File: src/rtl/usb_ep_rx_pkg.sv
package usb_ep_rx_pkg;
  localparam int EP_ADDR_W = 4;
  localparam int REG_W     = EP_ADDR_W + 4;

  typedef enum logic [1:0] {
    ST_DIS   = 2'b00,
    ST_STALL = 2'b01,
    ST_NAK   = 2'b10,
    ST_VALID = 2'b11
  } rx_stat_e;

  typedef enum logic [1:0] {
    HS_ACK   = 2'b00,
    HS_NAK   = 2'b01,
    HS_STALL = 2'b10
  } hs_code_e;

  typedef enum logic [1:0] {
    EV_OUT   = 2'd0,
    EV_SETUP = 2'd1,
    EV_DATA  = 2'd2,
    EV_OTHER = 2'd3
  } ev_kind_e;

  typedef struct packed {
    logic                 guard;
    logic                 tog;
    rx_stat_e             stat;
    logic [EP_ADDR_W-1:0] addr;
  } rx_reg_t;
endpackage

File: src/rtl/ep_rx_regfile.sv
module ep_rx_regfile
  import usb_ep_rx_pkg::*;
(
  input  logic    clk,
  input  logic    rst_n,
  input  logic    clr,
  input  logic    sw_we,
  input  rx_reg_t sw_wdata,
  input  logic    hw_tog_we,
  input  logic    hw_tog_val,
  input  logic    hw_stat_nak,
  output rx_reg_t q
);
  // Hardware field updates are applied after the software write, so they win.
  always_ff @(posedge clk or negedge rst_n) begin
    if (!rst_n) begin
      q <= '0;
    end else if (clr) begin
      q <= '0;
    end else begin
      if (sw_we)       q      <= sw_wdata;
      if (hw_tog_we)   q.tog  <= hw_tog_val;
      if (hw_stat_nak) q.stat <= ST_NAK;
    end
  end
endmodule

File: src/rtl/ep_rx_decider.sv
module ep_rx_decider
  import usb_ep_rx_pkg::*;
#(
  parameter int LEN_W = 11
) (
  input  logic                 clk,
  input  logic                 rst_n,
  input  logic                 clr,
  input  logic                 accept,
  input  logic [1:0]           evt_kind,
  input  logic [EP_ADDR_W-1:0] evt_addr,
  input  logic                 evt_data1,
  input  logic [LEN_W-1:0]     evt_len,
  input  logic                 evt_crc_ok,
  input  logic                 ep_is_ctrl,
  input  logic                 ep_is_iso,
  input  rx_reg_t              cur,
  output logic                 dec_fire,
  output hs_code_e             dec_code,
  output logic                 dec_ok,
  output logic                 hw_tog_we,
  output logic                 hw_tog_val,
  output logic                 hw_stat_nak
);
  ev_kind_e kind;
  logic     addr_hit, enabled;
  logic     armed_q, armed_out_q;
  logic     arm_d, arm_out_d;
  logic     is_token, is_data;

  assign kind     = ev_kind_e'(evt_kind);
  assign addr_hit = (evt_addr == cur.addr);
  assign enabled  = (cur.stat != ST_DIS);
  assign is_token = accept && (kind != EV_DATA);
  assign is_data  = accept && (kind == EV_DATA);

  // Token tracking: which data packet, if any, belongs to this endpoint.
  always_comb begin
    arm_d     = 1'b0;
    arm_out_d = 1'b0;
    unique case (kind)
      EV_OUT:   begin arm_d = addr_hit; arm_out_d = addr_hit; end
      EV_SETUP: arm_d = addr_hit && ep_is_ctrl && !ep_is_iso;
      default:  arm_d = 1'b0;
    endcase
  end

  always_ff @(posedge clk or negedge rst_n) begin
    if (!rst_n) begin
      armed_q     <= 1'b0;
      armed_out_q <= 1'b0;
    end else if (clr) begin
      armed_q     <= 1'b0;
      armed_out_q <= 1'b0;
    end else if (is_token) begin
      armed_q     <= arm_d;
      armed_out_q <= arm_out_d;
    end else if (is_data) begin
      armed_q     <= 1'b0;
      armed_out_q <= 1'b0;
    end
  end

  always_comb begin
    dec_fire    = 1'b0;
    dec_code    = HS_ACK;
    dec_ok      = 1'b0;
    hw_tog_we   = 1'b0;
    hw_tog_val  = 1'b0;
    hw_stat_nak = 1'b0;
    if (is_token && kind == EV_SETUP && arm_d && enabled) begin
      hw_tog_we  = 1'b1;
      hw_tog_val = 1'b0;
    end else if (is_data && armed_q && evt_crc_ok) begin
      if (ep_is_iso) begin
        if (cur.stat == ST_VALID && !evt_data1) begin
          dec_ok     = 1'b1;
          hw_tog_we  = 1'b1;
          hw_tog_val = !cur.tog;
        end
      end else begin
        unique case (cur.stat)
          ST_DIS:   dec_fire = 1'b0;
          ST_STALL: begin dec_fire = 1'b1; dec_code = HS_STALL; end
          ST_NAK:   begin dec_fire = 1'b1; dec_code = HS_NAK; end
          ST_VALID: begin
            dec_fire = 1'b1;
            if (armed_out_q && cur.guard && (evt_len != '0)) begin
              dec_code = HS_STALL;
            end else if (evt_data1 == cur.tog) begin
              dec_code    = HS_ACK;
              dec_ok      = 1'b1;
              hw_tog_we   = 1'b1;
              hw_tog_val  = !cur.tog;
              hw_stat_nak = 1'b1;
            end else begin
              dec_code = HS_ACK;
            end
          end
          default:  dec_fire = 1'b0;
        endcase
      end
    end
  end
endmodule

File: src/rtl/ep_rx_hs_out.sv
module ep_rx_hs_out
  import usb_ep_rx_pkg::*;
(
  input  logic       clk,
  input  logic       rst_n,
  input  logic       dec_fire,
  input  hs_code_e   dec_code,
  input  logic       dec_ok,
  input  logic       hs_ready,
  output logic       hs_valid,
  output logic [1:0] hs_code,
  output logic       xfer_ok,
  output logic       evt_ready
);
  assign evt_ready = !hs_valid || hs_ready;

  always_ff @(posedge clk or negedge rst_n) begin
    if (!rst_n) begin
      hs_valid <= 1'b0;
      hs_code  <= HS_ACK;
      xfer_ok  <= 1'b0;
    end else begin
      xfer_ok <= dec_ok;
      if (dec_fire) begin
        hs_valid <= 1'b1;
        hs_code  <= dec_code;
      end else if (hs_ready) begin
        hs_valid <= 1'b0;
      end
    end
  end
endmodule

File: src/rtl/usb_ep_rx_hs.sv
module usb_ep_rx_hs
  import usb_ep_rx_pkg::*;
#(
  parameter int LEN_W = 11
) (
  input  logic                 clk,
  input  logic                 rst_n,
  input  logic                 bus_reset,
  input  logic                 force_reset,
  input  logic                 ep_is_ctrl,
  input  logic                 ep_is_iso,
  input  logic                 cfg_wr_en,
  input  logic [REG_W-1:0]     cfg_wr_data,
  output logic [REG_W-1:0]     cfg_rd_data,
  input  logic                 evt_valid,
  output logic                 evt_ready,
  input  logic [1:0]           evt_kind,
  input  logic [EP_ADDR_W-1:0] evt_addr,
  input  logic                 evt_data1,
  input  logic [LEN_W-1:0]     evt_len,
  input  logic                 evt_crc_ok,
  output logic                 hs_valid,
  input  logic                 hs_ready,
  output logic [1:0]           hs_code,
  output logic                 xfer_ok
);
  rx_reg_t  cur;
  logic     clr, accept;
  logic     dec_fire, dec_ok, hw_tog_we, hw_tog_val, hw_stat_nak;
  hs_code_e dec_code;

  assign clr         = bus_reset || force_reset;
  assign accept      = evt_valid && evt_ready;
  assign cfg_rd_data = cur;

  ep_rx_regfile u_reg (
    .clk         (clk),
    .rst_n       (rst_n),
    .clr         (clr),
    .sw_we       (cfg_wr_en),
    .sw_wdata    (rx_reg_t'(cfg_wr_data)),
    .hw_tog_we   (hw_tog_we),
    .hw_tog_val  (hw_tog_val),
    .hw_stat_nak (hw_stat_nak),
    .q           (cur)
  );

  ep_rx_decider #(.LEN_W(LEN_W)) u_dec (
    .clk         (clk),
    .rst_n       (rst_n),
    .clr         (clr),
    .accept      (accept),
    .evt_kind    (evt_kind),
    .evt_addr    (evt_addr),
    .evt_data1   (evt_data1),
    .evt_len     (evt_len),
    .evt_crc_ok  (evt_crc_ok),
    .ep_is_ctrl  (ep_is_ctrl),
    .ep_is_iso   (ep_is_iso),
    .cur         (cur),
    .dec_fire    (dec_fire),
    .dec_code    (dec_code),
    .dec_ok      (dec_ok),
    .hw_tog_we   (hw_tog_we),
    .hw_tog_val  (hw_tog_val),
    .hw_stat_nak (hw_stat_nak)
  );

  ep_rx_hs_out u_out (
    .clk       (clk),
    .rst_n     (rst_n),
    .dec_fire  (dec_fire),
    .dec_code  (dec_code),
    .dec_ok    (dec_ok),
    .hs_ready  (hs_ready),
    .hs_valid  (hs_valid),
    .hs_code   (hs_code),
    .xfer_ok   (xfer_ok),
    .evt_ready (evt_ready)
  );
endmodule

File: config.mk
export PLATFORM = sky130hd
export DESIGN_NAME = usb_ep_rx_hs
export DESIGN_NICKNAME = d
export VERILOG_FILES = /design/src/rtl/usb_ep_rx_pkg.sv /design/src/rtl/ep_rx_regfile.sv /design/src/rtl/ep_rx_decider.sv /design/src/rtl/ep_rx_hs_out.sv /design/src/rtl/usb_ep_rx_hs.sv
export SDC_FILE = /design/constraint.sdc
export NUM_CORES = 1
export LEC_CHECK = 0
export CORE_ASPECT_RATIO = 0.5
export CORE_MARGIN = 5
export CORE_UTILIZATION = 30
export CTS_BUF_LIST = sky130_fd_sc_hd__clkbuf_16
export DETAILED_ROUTE_END_ITERATION = 10
export PLACE_DENSITY_LB_ADDON = 0.25
export SETUP_SLACK_MARGIN = 0.5
export SYNTH_ARGS = -nofsm -noshare
export SYNTH_HDL_FRONTEND = slang
export SYNTH_SLANG_ARGS = --single-unit
File: constraint.sdc
create_clock -name clk -period 2 [get_ports clk]
set_clock_uncertainty 0.15 [all_clocks]
set_input_delay 0.2 -clock clk [delete_from_list [all_inputs] [get_ports clk]]
set_output_delay 0.2 -clock clk [all_outputs]
set_load 0.01 [all_outputs]
==> flow_summary.toml <==
[outcome]
status = "complete, no violations"

[critical_path]
end_kind = "flop"
critPathSlowestCell = "clkdlybuf4s50_1"
r2r_start = "u_reg.q[6]"
critPathKind = "input pin to flop"
critPathRequiredTime_ns = 2.02
r2r_cells = 7
startpoint_type = "input pin"
arrival_ns = 1.66
crit_path_cell_trace = "clkdlybuf4s50_1 > and4b_2 > nand3_2 > nor3_4 > buf_4 > a211oi_1 > nor2_1"
r2r_setup_slack_ns = 0.40
crit_path_max_fanout = 4
max_stage_delay_ns = 0.50
worstReg2RegEnd = "u_reg.q[6]"

[clock_network]
cts_tree = "done"
h-tree-depth = 1
hold_buffers = 0
cts.sinks = 14
clock_tree.buffer_depth = 2
cts_buffers = 3
cts-root-buf = "clkbuf_16"
clk_latency_ns = 0.24
path_clk_slew_ns = 0.05

[pwr]
vdd_drop_max_mv = 0.431
p_leak_uw = 0.000746
p_per_area_nw_per_um2 = 535
power_uw = 815

[synth]
ys_warn_count = 0
synth-edff-count = 0
synthDistinctLibCells = 30
async_flop_share = 1.00
postSynthCellCount = 80
syn_avg_cell_area_sq_um = 10.0
synth_ff_type = "dfrtp_1"
syn_nets = 117
synth_area_sq_um = 802
yosysSeqAreaShare = 0.437
ys_ff_latch = 14

[sta]
period_needed_ns = 1.64
finalSetupTns_ns = 0
fmax_mhz = 608
worst_slew_pin_slew_ns = 0.627
rsz0062_at_grt = "true"
drv_slew = 0
period_share = 0.822
maxSlewHeadroom = 0.581
hold_viol = 0
setup_viol = 0

[placement]
port_buffers = 48
dp_hpwl_microns = 1920
gpl.final_weighted_congestion = 0.786

[final_layout]
drive_above_1_share = 0.218
final_cell_mix = "clkdlybuf4s50_1, nor2_1, buf_4, dfrtp_1, dlygate4sd2_1"
layout_commonest_cell = "clkdlybuf4s50_1"
regArea_sq_um = 353
multi_input_area_sq_um = 442
fillCellCount = 233
num_antenna_cells = 0
layout.nets = 180
syn2layout_area_growth_pct = 90.2

[global_route]
grt_pass1_wl_microns = 3850
gr-total-overflow = 0
grt_pass1_vias = 824
gr-usage-all-layers = 0.128
grt_start_max_net_pins = 15
grt_antenna_before_repair = 0

[routing]
wl_microns = 2520
vias_per_cell = 4.56
antenna_left = 0
drcViolationCount = 0
vias = 817
drt-wirelength-per-cell_microns = 14.1
drtIter0Drc = 25
drt_pre_antenna_iters = 4

[floorplan]
start_util = 0.312
die_h_microns = 46.6
coreArea_sq_um = 2570
fp.dieArea_sq_um = 3870
die_w_microns = 83.1
io_pins = 49
std_cell_rows = 13

[job]
max_cap_viol_count = 0

[hold_path]
worstHoldPathType = "input pin to async pin"
-- cell type report --
type | instances | share of cell area
clock inverter | 1 | 0.00246
tap | 37 | 0.0304
clock buffer | 3 | 0.0492
sequential | 14 | 0.231
multi-input combinational | 59 | 0.290
inverter | 4 | 0.00984
timing repair buffer | 61 | 0.387
-- power by group --
group          internal (uW)  switching [uW]  leakage, uW
logic                   93.3            51.6     0.000518
registers                289            5.35     0.000190
clock network            264             112    0.0000385
total                    647             169     0.000746
-- sequential cells by signal, summed over array words and instances (netlist names) --
name / flops
u_reg.q: 8
u_out.hs_code: 2
u_dec.armed_out_q: 1
u_dec.armed_q: 1
u_out.hs_valid: 1
u_out.xfer_ok: 1
-- metrics by stage --
step / hold slack [ns] / std cells / setup WS [ns] / utilization / cell area, sq um
2_1_floorplan: -0.246 / 80 / 0.407 / - / 811
3_3_place_gp: 0.362 / 164 / 0.126 / 0.510 / 1310
3_5_place_dp: 0.381 / 164 / 0.0881 / 0.510 / 1310
4_1_cts: 0.229 / 175 / 0.378 / 0.568 / 1460
5_1_grt: 0.261 / 179 / 0.290 / 0.593 / 1530
6_report: 0.204 / 179 / 0.356 / 0.593 / 1530
-- cell families after synthesis --
logic type,Yosys count,synth area share
AND/OR/NAND/NOR,33,0.231
AO/OA/AOI/OAI,14,0.115
flip-flops,14,0.437
buffers and inverters,7,0.0702
multiplexers,7,0.0874
XOR/XNOR,4,0.0437
adder cells (fa/ha/maj),1,0.0156
-- worst max-delay path by stage --
stage	from	slack, ns	cells past startpoint	endpoint
2_1_floorplan	u_reg.q[6]	0.41	7	u_reg.q[6]
3_3_place_gp	evt_data1	0.13	8	u_reg.q[6]
3_5_place_dp	evt_len[1]	0.09	6	u_reg.q[6]
4_1_cts	u_reg.q[4]	0.38	1	cfg_rd_data[4]
5_1_grt	u_reg.q[1]	0.29	5	u_reg.q[6]
6_report	evt_kind[1]	0.36	7	u_reg.q[5]
-- synth_stat cells (all sizes together) (2+ instances only) --
cell type	n	area share
dfrtp	14	0.44
nor2	13	0.061
mux2i	7	0.087
a21oi	4	0.025
inv	4	0.019
nor4	4	0.031
nand2	3	0.014
nor3	3	0.025
a22oi	2	0.019
a31oi	2	0.016
nand3	2	0.019
nand4	2	0.016
o21ai	2	0.012
or2	2	0.016
xnor2	2	0.022
xor2	2	0.022
-- worst max-delay path: cells and delay by family --
family | cells | cell delay, ns
AND/OR/NAND/NOR | 4 | 0.76
buffers and inverters | 2 | 0.65
AO/OA/AOI/OAI | 1 | 0.04
-- timing repair --
item                       in CTS  in global routing
pin swaps                       5                  7
resized for setup              19                  8
setup endpoints to repair      19                 11
buffers inserted                7                  4
-- per-layer routing --
| metal | global-route usage | routed length, microns | vias up |
|---|---|---|---|
| met3 | 0.0268 | 56 | 2 |
| li1 | - | - | 412 |
| met1 | 0.151 | 1070 | 392 |
| met2 | 0.253 | 1380 | 11 |
| met4 | 0.0195 | 18 | 0 |
| met5 | 0 | 0 | - |
Note: power is estimated with default switching activity, not from simulation.
